### src/rtl/uflash_pkg.sv
package uflash_pkg;
  typedef enum logic [1:0] {
    MOP_READ  = 2'd0,
    MOP_PROG  = 2'd1,
    MOP_ERASE = 2'd2
  } mop_e;

  typedef enum logic [2:0] {
    ST_SCAN,
    ST_IDLE,
    ST_INC_RD,
    ST_INC_PG,
    ST_ERASE
  } ctl_st_e;
endpackage

### src/rtl/uflash_word_eval.sv
// Per-word analysis: all-zero detect, leading zeros from the MSB, zero total.
module uflash_word_eval #(
  parameter int WORD_W = 8,
  localparam int LZ_W = $clog2(WORD_W + 1)
) (
  input  logic [WORD_W-1:0] word,
  output logic              all_zero,
  output logic [LZ_W-1:0]   lead_zeros,
  output logic [LZ_W-1:0]   zero_total
);
  logic hit;

  always_comb begin
    lead_zeros = '0;
    zero_total = '0;
    hit        = 1'b0;
    for (int i = WORD_W - 1; i >= 0; i--) begin
      if (!word[i]) zero_total = zero_total + LZ_W'(1);
      if (!hit) begin
        if (word[i]) hit = 1'b1;
        else         lead_zeros = lead_zeros + LZ_W'(1);
      end
    end
  end

  assign all_zero = ~|word;
endmodule

### src/rtl/uflash_bit_mask.sv
// One-hot mask of the bit to clear: offset 0 selects the MSB.
module uflash_bit_mask #(
  parameter int WORD_W = 8,
  localparam int OFF_W = (WORD_W > 1) ? $clog2(WORD_W) : 1
) (
  input  logic [OFF_W-1:0]  offset,
  output logic [WORD_W-1:0] mask
);
  for (genvar g = 0; g < WORD_W; g++) begin : g_bit
    assign mask[g] = (offset == OFF_W'(WORD_W - 1 - g));
  end
endmodule

### src/rtl/uflash_tick_ctrl.sv
module uflash_tick_ctrl #(
  parameter int WORD_W    = 8,
  parameter int NUM_WORDS = 4,
  parameter int MAX_PROGS = 8,
  localparam int TOTAL  = WORD_W * NUM_WORDS,
  localparam int CNT_W  = $clog2(TOTAL + 1),
  localparam int OFF_W  = (WORD_W > 1) ? $clog2(WORD_W) : 1,
  localparam int ADDR_W = (NUM_WORDS > 1) ? $clog2(NUM_WORDS) : 1
) (
  input  logic              clk,
  input  logic              rst,
  input  logic              inc_req,
  input  logic              clr_req,
  output logic              busy,
  output logic [CNT_W-1:0]  count,
  output logic              saturated,
  output logic              wear_err,
  output logic              mem_req,
  output logic [1:0]        mem_op,
  output logic [ADDR_W-1:0] mem_addr,
  output logic [WORD_W-1:0] mem_wdata,
  input  logic [WORD_W-1:0] mem_rdata,
  input  logic              mem_done
);
  import uflash_pkg::*;

  localparam int LZ_W = $clog2(WORD_W + 1);
  localparam logic [CNT_W-1:0] FULL      = CNT_W'(TOTAL);
  localparam logic [CNT_W-1:0] LAST_BASE = CNT_W'(TOTAL - WORD_W);

  ctl_st_e state, state_d;

  logic              rd_all_zero;
  logic [LZ_W-1:0]   rd_lead;
  logic [LZ_W-1:0]   rd_zeros;
  logic [WORD_W-1:0] clr_mask;
  logic              port_fin, acc_clr, acc_inc, worn;
  logic [ADDR_W-1:0] word_idx;
  logic [OFF_W-1:0]  bit_off;

  uflash_word_eval #(.WORD_W(WORD_W)) u_eval (
    .word(mem_rdata), .all_zero(rd_all_zero),
    .lead_zeros(rd_lead), .zero_total(rd_zeros)
  );

  uflash_bit_mask #(.WORD_W(WORD_W)) u_mask (
    .offset(bit_off), .mask(clr_mask)
  );

  assign word_idx = count[OFF_W +: ADDR_W];
  assign bit_off  = count[OFF_W-1:0];
  assign port_fin = mem_req && mem_done;
  assign acc_clr  = (state == ST_IDLE) && clr_req;
  assign acc_inc  = (state == ST_IDLE) && inc_req && !clr_req;
  assign worn     = 32'(rd_zeros) >= MAX_PROGS;

  always_comb begin
    state_d = state;
    unique case (state)
      ST_SCAN:
        if (port_fin && (!rd_all_zero || count == LAST_BASE)) state_d = ST_IDLE;
      ST_IDLE:
        if (acc_clr && count != '0)        state_d = ST_ERASE;
        else if (acc_inc && count != FULL) state_d = ST_INC_RD;
      ST_INC_RD:
        if (port_fin) state_d = worn ? ST_IDLE : ST_INC_PG;
      ST_INC_PG:
        if (port_fin) state_d = ST_IDLE;
      ST_ERASE:
        if (port_fin) state_d = ST_IDLE;
      default: state_d = ST_IDLE;
    endcase
  end

  always_ff @(posedge clk) begin
    if (rst) begin
      state <= ST_SCAN;
      busy  <= 1'b1;
    end else begin
      state <= state_d;
      busy  <= (state_d != ST_IDLE);
    end
  end

  always_ff @(posedge clk) begin
    if (rst) begin
      mem_req   <= 1'b0;
      mem_op    <= MOP_READ;
      mem_addr  <= '0;
      mem_wdata <= '1;
      count     <= '0;
      saturated <= 1'b0;
      wear_err  <= 1'b0;
    end else begin
      if (port_fin) begin
        mem_req <= 1'b0;
      end else if (!mem_req && state != ST_IDLE) begin
        mem_req  <= 1'b1;
        mem_addr <= word_idx;
        unique case (state)
          ST_INC_PG: mem_op <= MOP_PROG;
          ST_ERASE:  mem_op <= MOP_ERASE;
          default:   mem_op <= MOP_READ;
        endcase
      end

      unique case (state)
        ST_SCAN:
          if (port_fin) begin
            if (rd_all_zero) count <= count + CNT_W'(WORD_W);
            else             count <= count + CNT_W'(rd_lead);
          end
        ST_IDLE:
          if (acc_clr || acc_inc) begin
            wear_err  <= 1'b0;
            saturated <= acc_inc && (count == FULL);
          end
        ST_INC_RD:
          if (port_fin) begin
            if (worn) wear_err  <= 1'b1;
            else      mem_wdata <= mem_rdata & ~clr_mask;
          end
        ST_INC_PG:
          if (port_fin) count <= count + CNT_W'(1);
        ST_ERASE:
          if (port_fin) count <= '0;
        default: ;
      endcase
    end
  end
endmodule

### config.mk
export PLATFORM = sky130hd
export DESIGN_NAME = uflash_tick_ctrl
export DESIGN_NICKNAME = d
export VERILOG_FILES = /design/src/rtl/uflash_pkg.sv /design/src/rtl/uflash_word_eval.sv /design/src/rtl/uflash_bit_mask.sv /design/src/rtl/uflash_tick_ctrl.sv
export SDC_FILE = /design/constraint.sdc
export NUM_CORES = 1
export LEC_CHECK = 0
export BUFFER_PORTS_ARGS = -buffer_cell sky130_fd_sc_hd__buf_4
export CAP_MARGIN = 20
export CORE_ASPECT_RATIO = 0.9
export CORE_MARGIN = 3
export CORE_UTILIZATION = 55
export CTS_CLUSTER_SIZE = 20
export DETAILED_ROUTE_END_ITERATION = 7
export PLACE_DENSITY = 0.74
export SLEW_MARGIN = 30
export SYNTH_ARGS = -nofsm -noshare
export SYNTH_HDL_FRONTEND = slang
export SYNTH_SLANG_ARGS = --single-unit
### constraint.sdc
create_clock -name clk -period 7.4 [get_ports clk]
set_clock_uncertainty 0.15 [all_clocks]
set_input_delay 0 -clock clk [delete_from_list [all_inputs] [get_ports clk]]
set_output_delay 0 -clock clk [all_outputs]
set_load 0.005 [all_outputs]
== After elaboration in Yosys (flattened, before gate mapping) ==
Index checks and enable logic that the tools add are counted.
Storage, ports and cells
  output and inout port bits: 22
  word-level logic and storage cells: 129
  input bits: 13
  bits in registers: 25
Cells by class
  order comparisons: 1
  $add $sub $neg: 16
  bitwise logic cells: 4
  equal/unequal tests: 22
  reduce and logical (&&, ||, !) cells: 26
  muxes and demuxes: 51
Operator list (count)
  2-to-1 mux 4 bit: 20
  adder 4 x 1 -> 4 bit, second input constant: 12
  2-to-1 mux 6 bit: 4
  case mux 6 bit (3 select lines): 1
  2-to-1 mux 1 bit: 17
  equality test 3 bit, second input constant: 5
  2-to-1 mux 3 bit: 5
  equality test 3 x 2 -> 1 bit, second input constant: 4
  case mux 3 bit (4 select lines): 1
  != test 2 bit, second input constant: 5
  logical AND 1 bit: 9
  AND 8 bit: 1
  inverter 8 bit: 1
  AND reduction 4 bit: 2
  OR reduction 8 bit: 1
  adder 6 x 1 -> 6 bit, second input constant: 1
  adder 6 x 4 -> 6 bit: 1
  adder 6 x 4 -> 6 bit, second input constant: 1
  equality test 3 x 1 -> 1 bit, second input constant: 2
  equality test 6 x 5 -> 1 bit, second input constant: 1
  equality test 6 bit, second input constant: 1
  logical NOT 3 bit: 2
  != test 3 x 1 -> 1 bit, second input constant: 2
  != test 6 bit, second input constant: 1
  15 further kinds: 20

== Logic depth before layout (Yosys ltp) ==
Gate-level depths: netlist (run 1).
  word-level depth: 26
  depth in mapped cells: 30
  mapped depth without buffers: 29

== Cells and area by module ==
From an unflattened synthesis (run 1), not the netlist that was laid out.
Unflattened totals
  cells, all modules: 296
  area, all modules: 2494.9 µm²
By module, submodules not included
  uflash_tick_ctrl: cells each 169, sequential area each 500.5 µm², area each 1477.7 µm², times used 1
  uflash_word_eval: cells each 119, sequential area each 0.0 µm², area each 952.2 µm², times used 1
  uflash_bit_mask: cells each 8, sequential area each 0.0 µm², area each 65.1 µm², times used 1

== Worst setup path before layout (run 1) ==
No wires, ideal clock.
  path type: input -> register
  start: input mem_rdata[7]
  end: register count[5]
  setup time: 0.074 ns
  required time: 7.176 ns
  data arrival time: 4.233 ns
  buffers on the path: 1
  stages on the path: 29
  slack: 2.943 ns
  cell sequence: inv_1 -> ha_1 -> clkbuf_1 -> nor2_1 -> o21ai_0 -> nand2_1 -> ha_1 -> a21oi_1 -> a21oi_1 -> o21ai_0 -> nand2_1 -> xor2_1 -> a21o_1 -> ha_1 -> mux2i_1 -> o21bai_1 -> ha_1 -> mux2i_1 -> nand2_1 -> o21a_1 -> ha_1 -> a21o_1 -> a21oi_1 -> nor2b_1 -> o21ai_0 -> nor2_1 -> a21oi_1 -> or4_1 -> a31oi_1
Between the ends
  longest elaborated chain between the ends: 26
  elaborated cells on any way between the ends: 34
  those cells by class: add/sub (8); mux (25); reduce/logical (1)
RTL lines
  start, declared: RTL line uflash_tick_ctrl.sv:22  | input logic [WORD_W-1:0] mem_rdata,
  2-to-1 mux 1 bit: RTL line uflash_word_eval.sv:20  | if (word[i]) hit = 1'b1;
  adder 1 x 1 -> 2 bit: RTL line uflash_word_eval.sv:21  | else lead_zeros = lead_zeros + LZ_W'(1);
  2-to-1 mux 4 bit: RTL line uflash_word_eval.sv:20
  2-to-1 mux 4 bit: RTL line uflash_word_eval.sv:19  | if (!hit) begin
  adder 4 x 1 -> 4 bit: RTL line uflash_word_eval.sv:21
  2-to-1 mux 4 bit: RTL line uflash_word_eval.sv:20
  2-to-1 mux 4 bit: RTL line uflash_word_eval.sv:19
  adder 4 x 1 -> 4 bit: RTL line uflash_word_eval.sv:21
  [10 not listed]
  2-to-1 mux 4 bit: RTL line uflash_word_eval.sv:19
  adder 4 x 1 -> 4 bit: RTL line uflash_word_eval.sv:21
  2-to-1 mux 4 bit: RTL line uflash_word_eval.sv:20
  2-to-1 mux 4 bit: RTL line uflash_word_eval.sv:19
  adder 6 x 4 -> 6 bit: RTL line uflash_tick_ctrl.sv:111  | else count <= count + CNT_W'(rd_lead);
  2-to-1 mux 6 bit (*): RTL line uflash_tick_ctrl.sv:110  | if (rd_all_zero) count <= count + CNT_W'(WORD_W);
  2-to-1 mux 6 bit (*): RTL line uflash_tick_ctrl.sv:109  | if (port_fin) begin
  case mux 6 bit (3 select lines) (*): RTL line uflash_tick_ctrl.sv:107  | unique case (state)
  end signal, assigned: RTL line uflash_tick_ctrl.sv:110
  end signal, assigned: RTL line uflash_tick_ctrl.sv:111
  end signal, assigned: RTL line uflash_tick_ctrl.sv:124  | if (port_fin) count <= count + CNT_W'(1);
  end, declared: RTL line uflash_tick_ctrl.sv:15  | output logic [CNT_W-1:0] count,
Every way passes the cells marked *; elsewhere a longest branch is shown, timed or not. The select of a mux whose other input is x is not followed.
A chain may end at the register's enable or synchronous reset.

== Worst setup path in the final report (run 1) ==
Same ends and word-level chain as after synthesis.

==> results of run 1 <==
[worst max-delay path, delay by kind of cell]
family	cells	cell delay (ns)
compound gates	11	1.72
mux	2	0.27
fa+ha+maj	5	1.61
buf+inv	3	0.78
simple gates	6	0.57
xor+xnor	2	0.32
[state kept, by name, summed over array words and instances (netlist names)]
register   cells
mem_wdata      8
mem_op         2
state          3
busy           1
saturated      1
wear_err       1
mem_addr       2
mem_req        1
count          6
[through the flow]
stage	hold slack [ns]	setup slack (ns)	instance area (sq um)	total power, uW
floorplan	0.00268	2.94	2510	260
global placement	0.121	2.69	2760	290
detailed placement	0.137	2.47	2760	292
CTS	0.00696	2.19	2890	376
global route	0.0395	1.65	2890	402
finish	0.0157	2.15	2890	374
[repair_timing]
item                                    4_1_cts  5_1_grt
endpoints found under the hold margin        22        0
endpoints found under the setup margin        0        0
hold buffers                                  8        0
setup buffers                                 0        0
resized for setup                             0        0
[path summary, 6_finish.rpt]
| kind | from | end | slack, ns | cells past startpoint |
|---|---|---|---|---|
| worst max-delay path | mem_rdata[7] | count[5] | 2.15 | 29 |
| worst min-delay path | mem_rdata[2] | mem_wdata[2] | 0.02 | 3 |
| worst max register to register | state[0] | count[5] | 5.08 | 6 |
| worst min register to register | mem_addr[1] | mem_addr[1] | 0.31 | 2 |
[cell type report]
| cell class | count | area, sq um | share of cell area (%) |
|---|---|---|---|
| tap | 60 | 75.1 | 2.60 |
| clock buffer | 3 | 41.3 | 1.43 |
| inverter | 19 | 71.3 | 2.47 |
| clock inverter | 1 | 5.00 | 0.173 |
| multi-input combinational | 266 | 1860 | 64.4 |
| sequential | 25 | 500 | 17.3 |
| timing repair buffer | 42 | 335 | 11.6 |
[routing by layer]
layer / global-route usage [%] / vias up / share of wire, %
met5: 0 / - / 0
met4: 2.77 / 0 / 0.58
met3: 3.09 / 4 / 4.8
met2: 31.1 / 72 / 42
met1: 35.8 / 1104 / 53
li1: - / 1211 / -
[kinds of logic (layout without fill, tap and decap cells)]
logic type                 after synthesis  count (layout)  synth area share (%)
adders and majority gates               25              25                  12.8
and+or+nand+nor                        121             121                  24.3
AOI/OAI and AO/OA                       86              86                  22.7
DFF                                     25              25                  19.9
buffers and inverters                   39              65                  6.13
muxes                                    8               8                  3.19
xor gates and xnor gates                26              26                  11.0
[synth_stat cells, drive strengths merged, types with 8 or more instances]
library cell | instances | area share (%)
nor2 | 34 | 5.4
nand2 | 30 | 4.5
a21oi | 25 | 5.0
dfxtp | 25 | 20
ha | 24 | 12
xnor2 | 20 | 8.0
inv | 19 | 2.8
clkbuf | 18 | 2.7
nor2b | 14 | 3.5
o21ai | 14 | 2.8
nand2b | 10 | 2.5
mux2i | 8 | 3.2
[power breakdown]
part / total (uW) / internal (uW) / switching [uW]
Combinational: 148 / 67.3 / 80.9
Sequential: 146 / 138 / 7.46
Clock: 80.0 / 37.6 / 42.3
==> metrics, run 1 <==
clk buf depth=2; CP max stage delay=0.54 ns; Post-synth EDFFs=0; most common cell after layout, fill and taps aside=buf_4; hpwl dp=4.45 mm; class of the worst hold path=primary input to register; DRT Pass-1 Iters=4; fin crit share=71.0%; Max Cap Violations=0; Worst path slowest cell=dlygate4sd3_1; Critical Path RT=7.45 ns; Syn Std Cell Area=about 2500 sq um; final net count=395; Congestion Overflow GR=0; Ys Warns=0; fin crit period=5.25 ns; CTS Root Buffer Type=clkbuf_8; Slew HR=47.3%; die area=5410 sq um; Layout area overhead=14.9%; CTS tree=done; CP arrival=approximately 5.3 ns; Initial Utilization=59.2%; DRT iter0 DRCs=221; Leak Pwr=between 0.001 and 0.0015 uW; antenna-violating nets left=0; CP endpoint kind=register; crit-path max FO=13; fillers=slightly below 400; final cell count without fillers=416; largest net degree at the start of global routing=28; vias in the first global route=2,107; sequential fraction of the synthesis area=19.9%; H-tree levels=1; Distinct cells, synth=55; Post-Route WL=5.87 mm; GRT Overall Usage=22.1%; routability cong.=0.831; dpl cells=slightly above 400; actual slew at the worst max-slew pin=0.787 ns; CTS buffer count=3; diode count=0; DR WL/cell=14.1 microns; core region area=4240 sq um; die height=70.1 microns; Via density=5.75; f_max=190 MHz; syn_area_per_cell=around 7.6 sq um; Fin. Hold Viols=0; RSZ-0062 raised after global routing=no; initial antenna violation count=0; CP Launch Type=primary input; # rows=22; dominant synthesized flop cell=dfxtp_1; setup TNS=0 ns; port bufs=34; most used cell, CP=ha_1; DR vias=between 2,000 and 2,500; num ports=35; async set-reset flop share out of synthesis=0%; Setup CP Type=primary input to register; P per Cell Area=130 nW/um^2; width of the die=77.2 microns; most frequent cells in the layout=34 x buf_4, 33 x nor2_1, 30 x nand2_1, 25 x a21oi_1, 25 x dfxtp_1; Net Count, Synth=368; clock edge transition at the registers on the reported setup and hold paths=0.09 ns; register bit total from synthesis=25; clock insertion delay at the later pin of the skew report=0.27 ns; final core utilization=68.1%; CTS sink cnt=25; Slew Viols, Final=0; Max IR drop VDD=between 70 and 80 uV; first-pass GRT wire length=approximately 10 mm; Synth Instances=330; final setup vio count=0; outcome=complete, no violations; Residual DRC=0; fraction of layout cells with a size suffix above 1=roughly an eighth
Power figures use the tool's default switching activity.
==> inputs of run 2 (changes only) <==
- ABC_AREA: unset -> 1
- clock period: 7.4 -> 5.15 ns (I/O delays scaled with it)
==> run 2 against run 1 <==
  * Via count up 12%
  * Worst setup slack worse by 1.4 ns
  * Critical path depth up 5
  * Final cell count up 24%
  * Register-to-register slack worse by 2.1 ns
  * Cell area up 5.4%
  * Area after synthesis up 5.7%
  * Synthesized cell count up 26%
  * Combinational power up 75%
  * Largest cell class unchanged
  * Routed wire length up 6.0%
  * Count of clock-buffer cells in the layout up 1
  * Critical path type unchanged
  * Power up 62%
==> metrics, run 2 <==
core region area=~4500 sq um; async set-reset flop share out of synthesis=0%; Layout area overhead=14.6%; FF-to-FF setup slack=2.96 ns; fin area=about 3000 sq um; antenna-violating nets left=0; Setup crit end=count[5]; # rows=23; Net Count, Synth=453; width of the die=79.2 microns; setup TNS=0 ns; Worst path slowest cell=ha_1; Synth area leader=dfxtp_1; Hold Path Origin=clr_req; clock edge transition at the registers on the reported setup and hold paths=0.08 ns; fin crit period=4.42 ns; dominant synthesized flop cell=dfxtp_1; CP arrival=between 4 and 5 ns; Post-synth top cells=93 x nand2_1, 65 x inv_1, 45 x nand3_1; CTS tree=done; port bufs=34; fillers=between 400 and 500; first-pass GRT wire length=roughly 10 mm; die height=71.9 microns; top cells by area, synth=dfxtp_1 19%, nand2_1 13%, ha_1 11%; CP Launch Type=primary input; Synth Instances=415; Worst Hold Margin=0.0160 ns; CP endpoint kind=register; final net count=492; GRT Overall Usage=22.3%; most used cell, CP=nand2_1; largest net degree at the start of global routing=19; Leak Pwr=0.00164 uW; routability cong.=0.953; Resize count post-CTS=0; CTS buffer count=3; actual slew at the worst max-slew pin=0.620 ns; Distinct cells, synth=42; outcome=complete, no violations; num ports=35; crit-path max FO=6; RR Endpoint=busy; Via density=5.21; Slew HR=58.4%; Initial Utilization=58.4%; Max Cap Violations=0; CP max stage delay=approximately 0.30 ns; hold path depth=5; final setup vio count=0; fraction of layout cells with a size suffix above 1=17.9%; most frequent cells in the layout=93 x nand2_1, 65 x inv_1, 45 x nand3_1, 35 x nor2_1, 34 x buf_4; Critical Path RT=just over 5 ns; die area=5700 sq um; Ys Warns=0; vias in the first global route=2,320; reg2reg start=count[1]; DR WL/cell=12.1 microns; hpwl dp=~5.1 mm; crit path launch=mem_rdata[7]; dpl cells=509; Post-CTS Setup Bufs=0; initial antenna violation count=0; count leader, synth=nand2_1; RSZ-0062 raised after global routing=no; R2R cell count=11; CTS Root Buffer Type=clkbuf_8; DR vias=2,681; post-route setup slack=approximately 0.73 ns; Post-synth EDFFs=0; clk buf depth=2; DRT Pass-1 Iters=4; Residual DRC=0; Congestion Overflow GR=0; register bit total from synthesis=25; diode count=0; P per Cell Area=199 nW/um^2; H-tree levels=1; Top reg by flops=mem_wdata; Largest regs=mem_wdata (8), count (6), state (3); final cell count without fillers=between 500 and 600; Setup CP Type=primary input to register; pre-CTS setup slack=0.471 ns; CTS sink cnt=25; max reg flops=8; Syn Std Cell Area=2660 sq um; fin crit share=85.8%; f_max=226 MHz; Slew Viols, Final=0; Yosys top cell area share=18.9%; syn_area_per_cell=approximately 6.4 sq um; Post-Route WL=6.23 mm; Fin. Hold Viols=0; sequential fraction of the synthesis area=about a fifth; Max IR drop VDD=135 uV; class of the worst hold path=primary input to register; DRT iter0 DRCs=157; clock insertion delay at the later pin of the skew report=0.27 ns; most common cell after layout, fill and taps aside=nand2_1; dpl cell area=2980 sq um
[run 2: what timing repair did]
| item | in CTS | in global routing |
|---|---|---|
| endpoints found under the setup margin | 0 | 0 |
| hold buffers | 2 | 0 |
| hold endpoints to repair | 7 | 0 |
[run 2: worst max-delay path: cells and delay by family]
family / cells / cell delay (ns)
compound gates: 7 / 1.12
xor+xnor: 2 / 0.31
fa+ha+maj: 5 / 1.43
buf+inv: 9 / 0.75
simple gates: 11 / 0.81
[run 2: routing by layer]
layer	wire length, microns	up-vias	track usage [%]
li1	-	1430	-
met1	3210	1204	33.8
met2	2740	45	34.5
met3	257	2	3.23
met4	17	0	2.67
met5	0	-	0
[run 2: final cells by class]
| type | count | area (sq um) | area share (%) |
|---|---|---|---|
| tap | 62 | 77.6 | 2.55 |
| sequential | 25 | 500 | 16.5 |
| multi-input combinational | 315 | 1860 | 61.3 |
| clock buffer | 4 | 45.0 | 1.48 |
| inverter | 73 | 279 | 9.17 |
| timing repair buffer | 36 | 275 | 9.05 |
[run 2: report_power, final]
| group | internal [uW] | switching [uW] | total [uW] |
|---|---|---|---|
| Clock | 55.3 | 59.9 | 115 |
| Combinational | 99.5 | 160 | 259 |
| Sequential | 208 | 21.6 | 229 |
| Total | 363 | 241 | 604 |
[run 2: how the worst min path moves through the flow]
| stage | to | slack (ns) |
|---|---|---|
| 2_1_floorplan | mem_op[0] | -0.08 |
| 3_3_place_gp | state[2] | 0.07 |
| 3_5_place_dp | saturated | 0.08 |
| 4_1_cts | state[1] | 0.01 |
| 5_1_grt | state[1] | 0.03 |
| 6_report | state[2] | 0.02 |
[run 2: cell families after synthesis]
kind of cell	count (synthesis)	share of synthesized area, %
DFF	25	18.9
AOI/OAI and AO/OA	68	15.4
adders and majority gates	25	12.1
and+or+nand+nor	215	40.4
buffers and inverters	75	10.9
xor gates and xnor gates	7	2.31
[run 2: per-stage QoR]
stage          power [uW]  util, %
3_3_place_gp          484     65.5
3_5_place_dp          489     65.5
4_1_cts               602     66.9
6_report              604     66.9
5_1_grt               653     66.9
2_1_floorplan         411        -
==> inputs of run 3 (changes only) <==
- REMOVE_ABC_BUFFERS: unset -> 1
==> run 3 against run 2 <==
  * Cell area about the same
  * Count of clock-buffer cells in the layout decreased by 1
  * Sequential power about the same
  * Via count about the same
  * Flip-flop and latch count is the same
  * Register-to-register slack worse by 0.05 ns
  * First-iteration DRC count up 6.4%
  * Fmax decreased by 0.90%
  * Final cell count did not move
  * Non-clock buffer count is the same
  * Highest routed layer unchanged
==> metrics, run 3 (synthesis gave the netlist of run 2 again) <==
H-tree levels=1; Max Cap Violations=0; Congestion Overflow GR=0; Layout area overhead=14.6%; Via density=5.20; Post-CTS Hold Fix Bufs=2; final cell count without fillers=515; first-pass GRT wire length=11.0 mm; Worst Hold Margin=0.00609 ns; Fin. Hold Viols=0; fin crit share=86.6%; DRT iter0 DRCs=roughly 170; dpl cell area=2980 sq um; # rows=23; setup TNS=0 ns; num ports=35; fin area=3040 sq um; Largest regs=mem_wdata (8), count (6), state (3); die height=between 70 and 80 microns; clock edge transition at the registers on the reported setup and hold paths=0.09 ns; Post-Route WL=6.22 mm; Top reg by flops=mem_wdata; CTS buffer count=3; fillers=~470; die area=~5700 sq um; most frequent cells in the layout=93 x nand2_1, 65 x inv_1, 45 x nand3_1, 35 x nor2_1, 34 x buf_4; f_max=224 MHz; antenna-violating nets left=0; CP arrival=4.45 ns; core region area=4550 sq um; P per Cell Area=197 nW/um^2; dpl cells=between 500 and 600; largest net degree at the start of global routing=19; CTS tree=done; CTS sink cnt=25; port bufs=34; outcome=complete, no violations; Critical Path RT=5.14 ns; RSZ-0062 raised after global routing=no; GRT Overall Usage=23.4%; Post-CTS Setup Bufs=0; initial antenna violation count=0; most used cell, CP=nand2_1; max reg flops=8; Initial Utilization=58.4%; width of the die=79.2 microns; total power=between 600 and 700 uW; Reg area=500 sq um; Residual DRC=0; most common cell after layout, fill and taps aside=nand2_1; final net count=492; CP Launch Type=primary input; crit-path max FO=6; Worst path slowest cell=ha_1; vias in the first global route=2,429; CTS Root Buffer Type=clkbuf_8; fin crit period=4.46 ns; DR vias=2,679; CP max stage delay=0.32 ns; Resize count post-CTS=0; Leak Pwr=0.00165 uW; Setup CP Type=primary input to register; hpwl dp=5.12 mm; clock insertion delay at the later pin of the skew report=0.27 ns; clk buf depth=2; actual slew at the worst max-slew pin=0.640 ns; diode count=0; area of the multi-input gates=1860 sq um; final setup vio count=0; Slew HR=57.1%; DRT Pass-1 Iters=5; class of the worst hold path=primary input to register; routability cong.=a little under 0.9; CP endpoint kind=register; Max IR drop VDD=128 uV; DR WL/cell=12.1 microns; Slew Viols, Final=0; fraction of layout cells with a size suffix above 1=a little under a fifth
-- run 3: worst max-delay path: cells and delay by family --
family | cells | cell delay [ns]
compound gates | 7 | 1.10
fa+ha+maj | 5 | 1.45
buf+inv | 9 | 0.78
xor+xnor | 2 | 0.32
simple gates | 11 | 0.78
-- run 3: cell type report --
| cell class | instances | area share (%) |
|---|---|---|
| well taps | 62 | 2.55 |
| clock inverters | 1 | 0.164 |
| multi-input cells | 315 | 61.3 |
| inverters | 73 | 9.17 |
| flip-flops and latches | 25 | 16.4 |
| repair buffers | 36 | 9.05 |
| clock buffers | 3 | 1.36 |
-- run 3: final timing paths --
path | start | depth (start not counted) | to | slack [ns]
setup / recovery | mem_rdata[7] | 34 | count[5] | 0.69
hold / removal | clr_req | 4 | state[1] | 0.006
setup reg to reg | count[1] | 9 | saturated | 2.91
hold reg to reg | mem_wdata[2] | 2 | mem_wdata[2] | 0.31
-- run 3: power breakdown --
part / total (uW) / internal, uW / switching, uW
Clock: 114 / 54.1 / 60.4
Sequential: 229 / 208 / 20.7
Combinational: 258 / 99.4 / 158
-- run 3: per-layer routing --
metal | global-route usage, % | part of all wire, %
met1 | 34.6 | 52
met3 | 3.35 | 4.2
met5 | 0 | 0
met2 | 37.0 | 43
met4 | 4.01 | 0.88
-- run 3: per-stage QoR --
step / setup slack [ns] / util, %
2_1_floorplan: 1.03 / -
3_3_place_gp: 0.707 / 65.5
3_5_place_dp: 0.425 / 65.5
4_1_cts: 0.709 / 66.9
5_1_grt: 0.343 / 66.9
6_report: 0.691 / 66.9
